<file path="config.mk">
export PLATFORM = sky130hd
export DESIGN_NAME = sbm_master
export DESIGN_NICKNAME = d
export VERILOG_FILES = /design/src/rtl/sbm_pkg.sv /design/src/rtl/sbm_clkdiv.sv /design/src/rtl/sbm_seq.sv /design/src/rtl/sbm_shift.sv /design/src/rtl/sbm_master.sv
export SDC_FILE = /design/constraint.sdc
export NUM_CORES = 1
export LEC_CHECK = 0
export BUFFER_PORTS_ARGS = -buffer_cell sky130_fd_sc_hd__buf_2
export CAP_MARGIN = 20
export CORE_MARGIN = 3
export CORE_UTILIZATION = 60
export DETAILED_ROUTE_END_ITERATION = 8
export GPL_ROUTABILITY_DRIVEN = 0
export PLACE_DENSITY_LB_ADDON = 0.25
export SLEW_MARGIN = 40
export SYNTH_ARGS = -nofsm -noshare
export SYNTH_HDL_FRONTEND = slang
export SYNTH_SLANG_ARGS = --single-unit
</file>
<file path="constraint.sdc">
create_clock -name clk_i -period 4 [get_ports clk_i]
set_input_delay 0.4 -clock clk_i [delete_from_list [all_inputs] [get_ports clk_i]]
set_output_delay 0.4 -clock clk_i [all_outputs]
set_load 0.02 [all_outputs]
</file>
<file path="src/rtl/sbm_pkg.sv">
package sbm_pkg;
  typedef enum logic [1:0] {
    ST_IDLE = 2'd0,
    ST_LEAD = 2'd1,
    ST_RUN  = 2'd2,
    ST_LAG  = 2'd3
  } seq_st_e;

  localparam int unsigned OFF_CFG  = 32'h00;
  localparam int unsigned OFF_CTRL = 32'h04;
  localparam int unsigned OFF_MODE = 32'h08;
  localparam int unsigned OFF_SLV0 = 32'h10;
  localparam int unsigned OFF_STAT = 32'h30;
  localparam int unsigned OFF_BUF  = 32'h38;

  localparam int CFG_LEAD_LSB = 3;
  localparam int CFG_LAG_LSB  = 5;
  localparam int CFG_SDOD_BIT = 8;
  localparam int CFG_SCOD_BIT = 9;
  localparam int CTRL_RD_BIT  = 8;
endpackage

</file>
<file path="src/rtl/sbm_clkdiv.sv">
module sbm_clkdiv #(
  parameter int DIV_W = 8
) (
  input  logic             clk_i,
  input  logic             rst_ni,
  input  logic             run_i,
  input  logic [DIV_W-1:0] half_i,
  output logic             tick_o
);
  logic [DIV_W-1:0] cnt_q;

  assign tick_o = run_i && (cnt_q == half_i);

  always_ff @(posedge clk_i or negedge rst_ni) begin
    if (!rst_ni)     cnt_q <= '0;
    else if (!run_i) cnt_q <= '0;
    else if (tick_o) cnt_q <= '0;
    else             cnt_q <= cnt_q + 1'b1;
  end

  // half-period counter never passes its limit
  p_div_bound_r4: assert property (@(posedge clk_i) disable iff (!rst_ni)
    run_i |-> cnt_q <= half_i);
endmodule

</file>
<file path="src/rtl/sbm_seq.sv">
module sbm_seq import sbm_pkg::*; #(
  parameter int CNT_W = 5
) (
  input  logic             clk_i,
  input  logic             rst_ni,
  input  logic             start_i,
  input  logic             tick_i,
  input  logic [1:0]       lead_i,
  input  logic [1:0]       lag_i,
  input  logic [CNT_W-1:0] last_i,
  output logic             busy_o,
  output logic             run_o,
  output logic             sclk_o,
  output logic             rise_o,
  output logic             fall_o,
  output logic             launch0_o,
  output logic             done_o
);
  seq_st_e          st_q;
  logic [2:0]       ph_q;
  logic [CNT_W-1:0] bcnt_q;
  logic             sclk_q;

  assign busy_o    = (st_q != ST_IDLE);
  assign run_o     = (st_q == ST_RUN);
  assign sclk_o    = sclk_q;
  assign rise_o    = run_o && tick_i && !sclk_q;
  assign fall_o    = run_o && tick_i && sclk_q;
  assign launch0_o = (st_q == ST_LEAD) && tick_i && (ph_q == {lead_i, 1'b1});
  assign done_o    = fall_o && (bcnt_q == last_i);

  always_ff @(posedge clk_i or negedge rst_ni) begin
    if (!rst_ni) begin
      st_q   <= ST_IDLE;
      ph_q   <= '0;
      bcnt_q <= '0;
      sclk_q <= 1'b0;
    end else begin
      unique case (st_q)
        ST_IDLE: if (start_i) begin
          st_q   <= ST_LEAD;
          ph_q   <= '0;
          bcnt_q <= '0;
        end
        ST_LEAD: if (tick_i) begin
          if (ph_q == {lead_i, 1'b1}) begin
            st_q <= ST_RUN;
            ph_q <= '0;
          end else ph_q <= ph_q + 1'b1;
        end
        ST_RUN: if (tick_i) begin
          sclk_q <= ~sclk_q;
          if (sclk_q) begin
            if (bcnt_q == last_i) st_q <= ST_LAG;
            else                  bcnt_q <= bcnt_q + 1'b1;
          end
        end
        ST_LAG: if (tick_i) begin
          if (ph_q == {lag_i, 1'b1}) st_q <= ST_IDLE;
          else                       ph_q <= ph_q + 1'b1;
        end
        default: st_q <= ST_IDLE;
      endcase
    end
  end

  p_clk_idle_low_r6: assert property (@(posedge clk_i) disable iff (!rst_ni)
    st_q != ST_RUN |-> !sclk_q);
  p_bits_bound_r6: assert property (@(posedge clk_i) disable iff (!rst_ni)
    st_q == ST_RUN |-> bcnt_q <= last_i);
  p_lag_follows_r5: assert property (@(posedge clk_i) disable iff (!rst_ni)
    done_o |=> (st_q == ST_LAG) && !sclk_q);
endmodule

</file>
<file path="src/rtl/sbm_shift.sv">
module sbm_shift #(
  parameter int DATA_W = 32,
  parameter int CNT_W  = 5
) (
  input  logic              clk_i,
  input  logic              rst_ni,
  input  logic              load_i,
  input  logic [DATA_W-1:0] tx_data_i,
  input  logic [CNT_W-1:0]  last_i,
  input  logic              rise_i,
  input  logic              fall_i,
  input  logic              launch0_i,
  input  logic              wr_fall_i,
  input  logic              rd_fall_i,
  input  logic              sdi_i,
  output logic              out_bit_o,
  output logic [DATA_W-1:0] rx_o
);
  logic [DATA_W-1:0] tx_q;
  logic              wr_edge, rd_edge;

  // falling-edge writers present the first bit as the clock starts
  assign wr_edge = wr_fall_i ? (fall_i || launch0_i) : rise_i;
  assign rd_edge = rd_fall_i ? fall_i : rise_i;

  always_ff @(posedge clk_i or negedge rst_ni) begin
    if (!rst_ni) begin
      tx_q      <= '0;
      rx_o      <= '0;
      out_bit_o <= 1'b0;
    end else if (load_i) begin
      tx_q      <= tx_data_i << (CNT_W'(DATA_W - 1) - last_i);
      rx_o      <= '0;
      out_bit_o <= 1'b0;
    end else begin
      if (wr_edge) begin
        out_bit_o <= tx_q[DATA_W-1];
        tx_q      <= tx_q << 1;
      end
      if (rd_edge) rx_o <= {rx_o[DATA_W-2:0], sdi_i};
    end
  end
endmodule

</file>
<file path="src/rtl/sbm_master.sv">
module sbm_master import sbm_pkg::*; #(
  parameter int DATA_W = 32,
  parameter int DIV_W  = 8,
  parameter int ADDR_W = 8,
  parameter int NSLV   = 2
) (
  input  logic              clk_i,
  input  logic              rst_ni,
  input  logic              wr_en_i,
  input  logic [ADDR_W-1:0] addr_i,
  input  logic [31:0]       wdata_i,
  output logic [31:0]       rdata_o,
  output logic              sclk_o,
  output logic              sclk_oe_o,
  output logic              sdio_o,
  output logic              sdio_oe_o,
  input  logic              sdio_i,
  output logic [NSLV-1:0]   ss_n_o
);
  localparam int CNT_W = $clog2(DATA_W);
  localparam int SEL_W = 3;

  logic [SEL_W-1:0]  cfg_tgt, a_tgt;
  logic [1:0]        cfg_lead, cfg_lag, a_lead, a_lag;
  logic              cfg_sdod, cfg_scod;
  logic [CNT_W-1:0]  ctrl_last;
  logic              ctrl_rd;
  logic [DIV_W-1:0]  mode_half, a_half;
  logic [NSLV-1:0]   slv_rdf, slv_wrf;
  logic              a_rdf, a_wrf, rdf_pick, wrf_pick;
  logic [DATA_W-1:0] buf_q, rx;
  logic              wr_cfg, wr_ctrl, wr_mode, wr_buf, start, done_q;
  logic              busy, run, sclk_q, tick, rise, fall, launch0, done, out_bit;

  assign wr_cfg  = wr_en_i && (addr_i == ADDR_W'(OFF_CFG));
  assign wr_ctrl = wr_en_i && (addr_i == ADDR_W'(OFF_CTRL));
  assign wr_mode = wr_en_i && (addr_i == ADDR_W'(OFF_MODE));
  assign wr_buf  = wr_en_i && (addr_i == ADDR_W'(OFF_BUF));
  assign start   = wr_ctrl && !busy;

  always_comb begin
    rdf_pick = 1'b0;
    wrf_pick = 1'b0;
    for (int i = 0; i < NSLV; i++) begin
      if (cfg_tgt == SEL_W'(i)) begin
        rdf_pick = slv_rdf[i];
        wrf_pick = slv_wrf[i];
      end
    end
  end

  always_ff @(posedge clk_i or negedge rst_ni) begin
    if (!rst_ni) begin
      cfg_tgt   <= '0;
      cfg_lead  <= '0;
      cfg_lag   <= '0;
      cfg_sdod  <= 1'b0;
      cfg_scod  <= 1'b0;
      mode_half <= '0;
      slv_rdf   <= '0;
      slv_wrf   <= '0;
    end else begin
      if (wr_cfg) begin
        cfg_tgt  <= wdata_i[SEL_W-1:0];
        cfg_lead <= wdata_i[CFG_LEAD_LSB +: 2];
        cfg_lag  <= wdata_i[CFG_LAG_LSB +: 2];
        cfg_sdod <= wdata_i[CFG_SDOD_BIT];
        cfg_scod <= wdata_i[CFG_SCOD_BIT];
      end
      if (wr_mode) mode_half <= wdata_i[DIV_W-1:0];
      for (int i = 0; i < NSLV; i++) begin
        if (wr_en_i && addr_i == ADDR_W'(OFF_SLV0 + 4 * i)) begin
          slv_rdf[i] <= wdata_i[0];
          slv_wrf[i] <= wdata_i[1];
        end
      end
    end
  end

  // transfer settings captured at start, held for the whole transfer
  always_ff @(posedge clk_i or negedge rst_ni) begin
    if (!rst_ni) begin
      ctrl_last <= '0;
      ctrl_rd   <= 1'b0;
      a_tgt     <= '0;
      a_lead    <= '0;
      a_lag     <= '0;
      a_half    <= '0;
      a_rdf     <= 1'b0;
      a_wrf     <= 1'b0;
    end else if (start) begin
      ctrl_last <= wdata_i[CNT_W-1:0];
      ctrl_rd   <= wdata_i[CTRL_RD_BIT];
      a_tgt     <= cfg_tgt;
      a_lead    <= cfg_lead;
      a_lag     <= cfg_lag;
      a_half    <= mode_half;
      a_rdf     <= rdf_pick;
      a_wrf     <= wrf_pick;
    end
  end

  always_ff @(posedge clk_i or negedge rst_ni) begin
    if (!rst_ni) begin
      buf_q  <= '0;
      done_q <= 1'b0;
    end else begin
      done_q <= done && ctrl_rd;
      if (done_q)      buf_q <= rx;
      else if (wr_buf) buf_q <= wdata_i[DATA_W-1:0];
    end
  end

  sbm_clkdiv #(.DIV_W(DIV_W)) u_div (
    .clk_i (clk_i), .rst_ni(rst_ni), .run_i(busy), .half_i(a_half), .tick_o(tick)
  );

  sbm_seq #(.CNT_W(CNT_W)) u_seq (
    .clk_i    (clk_i),    .rst_ni (rst_ni),  .start_i(start),  .tick_i(tick),
    .lead_i   (a_lead),   .lag_i  (a_lag),   .last_i (ctrl_last),
    .busy_o   (busy),     .run_o  (run),     .sclk_o (sclk_q),
    .rise_o   (rise),     .fall_o (fall),    .launch0_o(launch0), .done_o(done)
  );

  sbm_shift #(.DATA_W(DATA_W), .CNT_W(CNT_W)) u_shift (
    .clk_i    (clk_i),    .rst_ni   (rst_ni),   .load_i   (start),
    .tx_data_i(buf_q),    .last_i   (wdata_i[CNT_W-1:0]),
    .rise_i   (rise),     .fall_i   (fall),     .launch0_i(launch0),
    .wr_fall_i(a_wrf),    .rd_fall_i(a_rdf),    .sdi_i    (sdio_i),
    .out_bit_o(out_bit),  .rx_o     (rx)
  );

  for (genvar i = 0; i < NSLV; i++) begin : g_ss
    assign ss_n_o[i] = !(busy && a_tgt == SEL_W'(i));
  end

  assign sclk_o    = !cfg_scod && sclk_q;
  assign sclk_oe_o = !cfg_scod || !sclk_q;
  assign sdio_o    = !cfg_sdod && out_bit;
  assign sdio_oe_o = run && !ctrl_rd && (!cfg_sdod || !out_bit);

  always_comb begin
    rdata_o = '0;
    if (addr_i == ADDR_W'(OFF_CFG)) begin
      rdata_o[SEL_W-1:0]          = cfg_tgt;
      rdata_o[CFG_LEAD_LSB +: 2]  = cfg_lead;
      rdata_o[CFG_LAG_LSB +: 2]   = cfg_lag;
      rdata_o[CFG_SDOD_BIT]       = cfg_sdod;
      rdata_o[CFG_SCOD_BIT]       = cfg_scod;
    end
    if (addr_i == ADDR_W'(OFF_CTRL)) begin
      rdata_o[CNT_W-1:0]   = ctrl_last;
      rdata_o[CTRL_RD_BIT] = ctrl_rd;
    end
    if (addr_i == ADDR_W'(OFF_MODE)) rdata_o[DIV_W-1:0]  = mode_half;
    if (addr_i == ADDR_W'(OFF_STAT)) rdata_o[0]          = busy;
    if (addr_i == ADDR_W'(OFF_BUF))  rdata_o[DATA_W-1:0] = buf_q;
    for (int i = 0; i < NSLV; i++) begin
      if (addr_i == ADDR_W'(OFF_SLV0 + 4 * i)) rdata_o[1:0] = {slv_wrf[i], slv_rdf[i]};
    end
  end

  p_ss_onehot_r3: assert property (@(posedge clk_i) disable iff (!rst_ni)
    $onehot0(~ss_n_o));
  p_reserved_none_r3: assert property (@(posedge clk_i) disable iff (!rst_ni)
    (busy && a_tgt >= SEL_W'(NSLV)) |-> (&ss_n_o));
  p_rd_no_drive_r8: assert property (@(posedge clk_i) disable iff (!rst_ni)
    (busy && ctrl_rd) |-> !sdio_oe_o);
  p_sdio_od_r10: assert property (@(posedge clk_i) disable iff (!rst_ni)
    cfg_sdod |-> !(sdio_oe_o && sdio_o));
  p_sclk_od_r11: assert property (@(posedge clk_i) disable iff (!rst_ni)
    cfg_scod |-> !(sclk_oe_o && sclk_o));
  p_clk_in_window_r4: assert property (@(posedge clk_i) disable iff (!rst_ni)
    sclk_q |-> busy);
  p_ctrl_locked_r9: assert property (@(posedge clk_i) disable iff (!rst_ni)
    (busy && wr_ctrl) |=> $stable(ctrl_last) && $stable(ctrl_rd));
endmodule

</file>
---- After elaboration in Yosys (flattened, before gate mapping) ----
Cells that the tools add are included.
storage, ports and cells
  memories ................................ 0
  input port bits ......................... 44
  bits in latches ......................... 0
  ROM bits ................................ 0
  register bits after elaboration ......... 161
  bits in writable memories ............... 0
operators by class
  $lt $le $gt $ge ......................... 0
  multiplexer cells ....................... 45
  bitwise operators ....................... 1
  div/mod/pow operators ................... 0
  $add $sub $neg .......................... 4
  equal/unequal tests ..................... 25
  multipliers ............................. 0
  shift-type cells ........................ 1
  reductions and logical operators ........ 46
operators with widths
  kind                                            number
  two-way mux 32 bit                              7
  left shift 32 x 5 -> 32 bit                     1
  two-way mux 5 bit                               5
  two-way mux 8 bit                               3
  two-way mux 2 bit                               11
  logical AND 1 bit                               21
  == test 8 x 5 -> 1 bit (second input constant)  2
  == test 8 x 6 -> 1 bit (second input constant)  2
  two-way mux 3 bit                               5
  != test 2 x 1 -> 1 bit (second input constant)  6
  two-way mux 1 bit                               10
  case mux 5 bit (2 select lines)                 1
  AND reduction 5 bit                             2
  nonzero test 2 bit                              5
  case mux 3 bit (3 select lines)                 1
  adder 8 x 1 -> 8 bit (second input constant)    1
  == test 8 x 3 -> 1 bit (second input constant)  1
  == test 8 x 4 -> 1 bit (second input constant)  1
  == test 8 bit                                   1
  zero test 1 bit                                 8
  zero test 8 bit                                 1
  != test 2 bit (second input constant)           4
  case mux 2 bit (4 select lines)                 1
  AND reduction 8 bit                             1
  15 further kinds                                21

---- Logic depth before layout (Yosys ltp) ----
  depth in word-level cells ............... 8
  depth in mapped cells ................... 9
  mapped depth without buffers ............ 8

---- Hierarchy ----
From an unflattened synthesis, not the netlist that was laid out.
unflattened totals
  cells, all modules ...................... 954
  area total of the unflattened synthesis .. 9,644.2 µm²
by module, submodules not included
  module      times used  area an instance (µm²)  cells an instance
  sbm_shift   1           4,311.6                 445
  sbm_master  1           4,015.1                 373
  sbm_seq     1           825.8                   89
  sbm_clkdiv  1           491.7                   47

---- Worst setup path after synthesis ----
Ideal clock, no wire load.
  path kind ............................... input to output
  start ................................... input addr_i[4]
  end ..................................... output rdata_o[2]
  data arrival time ....................... 1.856 ns
  slack ................................... 1.744 ns
  required time ........................... 3.600 ns
  stages on the path ...................... 5
  path buffers ............................ 1
  cells stage by stage .................... or4_1 buf_6 nor2_2 a222oi_1 a21oi_1
between the ends
  cells in the longest elaborated chain, start to end .. 5
RTL lines
  element               RTL line           source
  start: declaration    sbm_master.sv:10   input logic [ADDR_W-1:0] addr_i,
  zero test 8 bit       sbm_master.sv:144  if (addr_i == ADDR_W'(OFF_CFG)) begin
  two-way mux 7 bit     sbm_master.sv:144
  two-way mux 5 bit     sbm_master.sv:151  if (addr_i == ADDR_W'(OFF_CTRL)) begin
  two-way mux 8 bit     sbm_master.sv:155  if (addr_i == ADDR_W'(OFF_MODE)) rdata_o[DIV_W-1:0] = mode_half;
  two-way mux 32 bit *  sbm_master.sv:157  if (addr_i == ADDR_W'(OFF_BUF)) rdata_o[DATA_W-1:0] = buf_q;
  end: declaration      sbm_master.sv:12   output logic [31:0] rdata_o,
Mark *: on every way between the ends. The rest lies on a longest branch, timed or not.

---- Final worst setup path ----
  start ................................... register u_seq.st_q[0]
  end ..................................... register u_seq.bcnt_q[4]
between the ends
  cells in the longest elaborated chain, start to end .. 5
RTL lines
  element                               RTL line          source
  start: declaration                    sbm_seq.sv:19     seq_st_e st_q;
  start signal: assignment              sbm_seq.sv:34     st_q <= ST_IDLE;
  start signal: assignment              sbm_seq.sv:41     st_q <= ST_LEAD;
  start signal: assignment              sbm_seq.sv:47     st_q <= ST_RUN;
  nonzero test 2 bit                    sbm_seq.sv:24     assign busy_o = (st_q != ST_IDLE);
  zero test 1 bit                       --
  logical AND 1 bit                     sbm_master.sv:39  assign start = wr_ctrl && !busy;
  != test 2 bit (no source line)        --
  AND reduction 5 bit (no source line)  --
  end signal: assignment                sbm_seq.sv:55     else bcnt_q <= bcnt_q + 1'b1;
  end: declaration                      sbm_seq.sv:21     logic [CNT_W-1:0] bcnt_q;
Several ways; a longest one is shown, not always the timed one.
A chain may end at the register's enable or synchronous reset.

==> out/metrics.cfg <==
[status]
run_status=finished, final reports clean

[synthesis]
synth_most_common_cell=nand2_1
asyncSetResetFlopFracSynth_pct=100
synth_area_leader_cell=dfrtp_1
ys.flop_type=dfrtp_1
postSynthNetCount=1015
ys_seq_area_share_pct=43.6
synth-edff-count=0
synth_largest_type_area_fraction_pct=43.6
ys_ff_latch=161
netlist_instances=963
synth.area.top_cells=dfrtp_1, mux2i_1, nand2_1, mux4_2, o21ai_0
netlist_top_cells_count=nand2_1, dfrtp_1, o21ai_0, mux2i_1, clkbuf_1
yosysUniqueCellTypes=54
synth_area_per_cell_um2=9.59
mappedNetlistArea_um2=9240
yosysWarnings=0

[setup_path]
cp.arrival_ns=3.05
critical_path_sink_type=flop
timing.critical_path.required_ns=4.35
worstReg2RegStart=u_seq.st_q[0]
critical_path.reg2reg.endpoint=u_seq.bcnt_q[4]
worst_r2r_path_depth=8
cp_max_fo=12
setup.worst_path.start_class=flop
rrSetupSlack_ns=1.29
setup.worst_path.class=reg2reg

[global_routing]
grt_pass1_wl_mm=36.6
gr-usage-all-layers_pct=27.6
gr-max-usage-layer=met2
gr-usage-met1_pct=41.5
gr-total-overflow=0
grt_use_met2_pct=41.8
antenna_found_initial=0
first_global_vias=6965
grt_start_max_net_pins=106
met3_global_route_usage_pct=5.24

[drt]
viasPerCell=6.13
initialDrtViolationCount=684
drt-wirelength-per-cell_um=18.6
ant_nets=0
post_detailed_routing_wire_length_mm=22.4
drtPass1Iterations=7
vias=7403
number_of_drc_violations_after_detailed_routing=0

[clock_tree]
path_clk_slew_ns=0.06
worst_skew_pair.late_latency_ns=0.43
cts_tree=yes
htree_levels=4
cts_num_sinks=161
max-clock-path-buffers=2
cts_made_buffers=17
root_buffer=clkbuf_16

[timing]
timing.slew.headroom_pct=56.4
fin_tns_setup_ns=0
worst_clock_skew_ns=0.00863
fmax_mhz=369
period_minus_slack_ns=2.71
fin_crit_sh_pct=67.7
finalMaxSlewViolations=0
finalSetupViolations=0
hold_viol=0
max_slew.worst_pin.slew_ns=0.651
rsz_0062_raised_after_global_routing=no

[final_layout]
area_growth_from_synthesis_to_layout_pct=12.6
drive_above_1_share_pct=19.3
finalNetCount=1063
diodes=0

[worst_hold_path]
hold_depth=3
worstHoldEndpoint=u_shift.rx_o[0]
hold_start=sdio_i
min-delay-path-class=in2reg

[power]
p_int_mw=3.46
clkPwrFrac_pct=32.4
pwr-share-comb_pct=26.2
netSwitchingPower_mw=1.76
ir_drop_uv=366
power_frac_seq_pct=41.4
swShare_pct=33.7
p_leak_nw=4.67
p_per_area_nw_per_um2=502
power.total_mw=5.22

[placed_design]
dp_hpwl_mm=15.5
port_buffers=81

[floorplanning]
std_cell_rows=44
die_height_um=130
num_io_pins=82
die_w_um=130
dieArea_um2=16900
coreArea_um2=14800
initial_utilization_pct=62.4

[flow_run]
maxCapViolCount=0

## worst max path at each step
stage                        from                to
floorplan               addr_i[4]        rdata_o[2]
detailed placement      addr_i[4]  u_shift.rx_o[12]
global placement       wdata_i[0]  u_shift.tx_q[31]
global route        u_seq.st_q[0]   u_seq.bcnt_q[4]
finish              u_seq.st_q[0]   u_seq.bcnt_q[4]
CTS                 u_seq.st_q[0]   u_seq.bcnt_q[4]
## final cells by class
type | count | area [µm²]
fill | 1107 | 4410
clock inverter | 13 | 165
inverter | 13 | 48.8
tap | 184 | 230
timing repair buffer | 97 | 581
multi-input combinational | 721 | 4890
sequential | 161 | 4030
clock buffer | 19 | 453
## cells by family (layout without fill, tap and decap cells)
group                      Yosys count  count (layout)  share of synthesized area (%)
and+or+nand+nor                    354             354                           17.0
AOI/OAI and AO/OA                  188             188                           12.4
DFF                                161             161                           43.6
muxes                              145             145                           19.6
buffers and inverters               81             142                           3.77
xor gates and xnor gates            26              26                           2.47
adders and majority gates            8               8                           1.08
## timing repair
item                                   4_1_cts  5_1_grt
endpoints found under the hold margin        0       27
hold buffers                                 0        1
setup buffers                                0        0
setup endpoints to repair                    0        0
resized for setup                            0        0
## cells in the final DEF (no fill, tap or decap), types with 3 or more instances in the layout
cell and n:
o31ai_1 6, clkbuf_16 17, xnor2_1 18, a22o_1 3, o22ai_1 9, nand4_1 4, nand2b_1 5, a21oi_1 28
o211ai_1 8, nand3_1 26, a21o_1 4, xor2_1 8, inv_8 4, inv_6 4, nor2b_1 6, a22oi_1 11
or4_1 5, nand2_1 215, a221oi_1 3, mux2_2 29, a211oi_1 4, inv_1 12, ha_1 8, and2_1 27
o21ai_0 94, dfrtp_1 161, buf_4 14, nor3_1 15, mux2i_1 90, mux4_2 26, buf_2 79, a222oi_1 6
nor2_1 34
## metrics by stage
step / setup slack [ns] / hold WS, ns / utilization [%] / std cells / area, µm²
3_3_place_gp: 1.15 / 0.451 / 65.5 / 1173 / 9700
4_1_cts: 1.29 / 0.0345 / 69.7 / 1205 / 10300
2_1_floorplan: 1.74 / 0.104 / - / 963 / 9240
3_5_place_dp: 1.22 / 0.458 / 65.6 / 1173 / 9710
5_1_grt: 1.09 / 0.228 / 70.2 / 1208 / 10400
6_report: 1.29 / 0.229 / 70.2 / 1208 / 10400
## power groups by stage
| stage | sequential (mW) | combinational [mW] | clock (mW) |
|---|---|---|---|
| floorplan | 2.07 | 1.09 | 0 |
| global placement | 2.17 | 1.32 | 0 |
| detailed placement | 2.18 | 1.35 | 0 |
| CTS | 2.15 | 1.36 | 1.71 |
| global route | 2.19 | 1.53 | 1.79 |
| finish | 2.16 | 1.37 | 1.69 |
## worst max-delay path: stages, from the launching register on
cell	delay [ns]
dfrtp_1	0.38
inv_1	0.10
ha_1	0.39
nand2b_1	0.27
nor3_1	0.22
buf_4	0.24
a31oi_1	0.26
or4_1	0.59
a21oi_1	0.18
## layer usage
layer	vias up	wire, µm
met5	-	0
met3	25	1400
met4	0	313
li1	3504	-
met2	267	10300
met1	3607	10400
## flip-flops by register name (all words and copies together) (netlist names), 3 cells and up
register      cells
u_seq.ph_q        3
u_shift.rx_o     32
a_tgt             3
u_seq.bcnt_q      5
a_half            8
u_shift.tx_q     32
u_div.cnt_q       8
mode_half         8
ctrl_last         5
cfg_tgt           3
buf_q            32
Power figures use the tool's default switching activity.
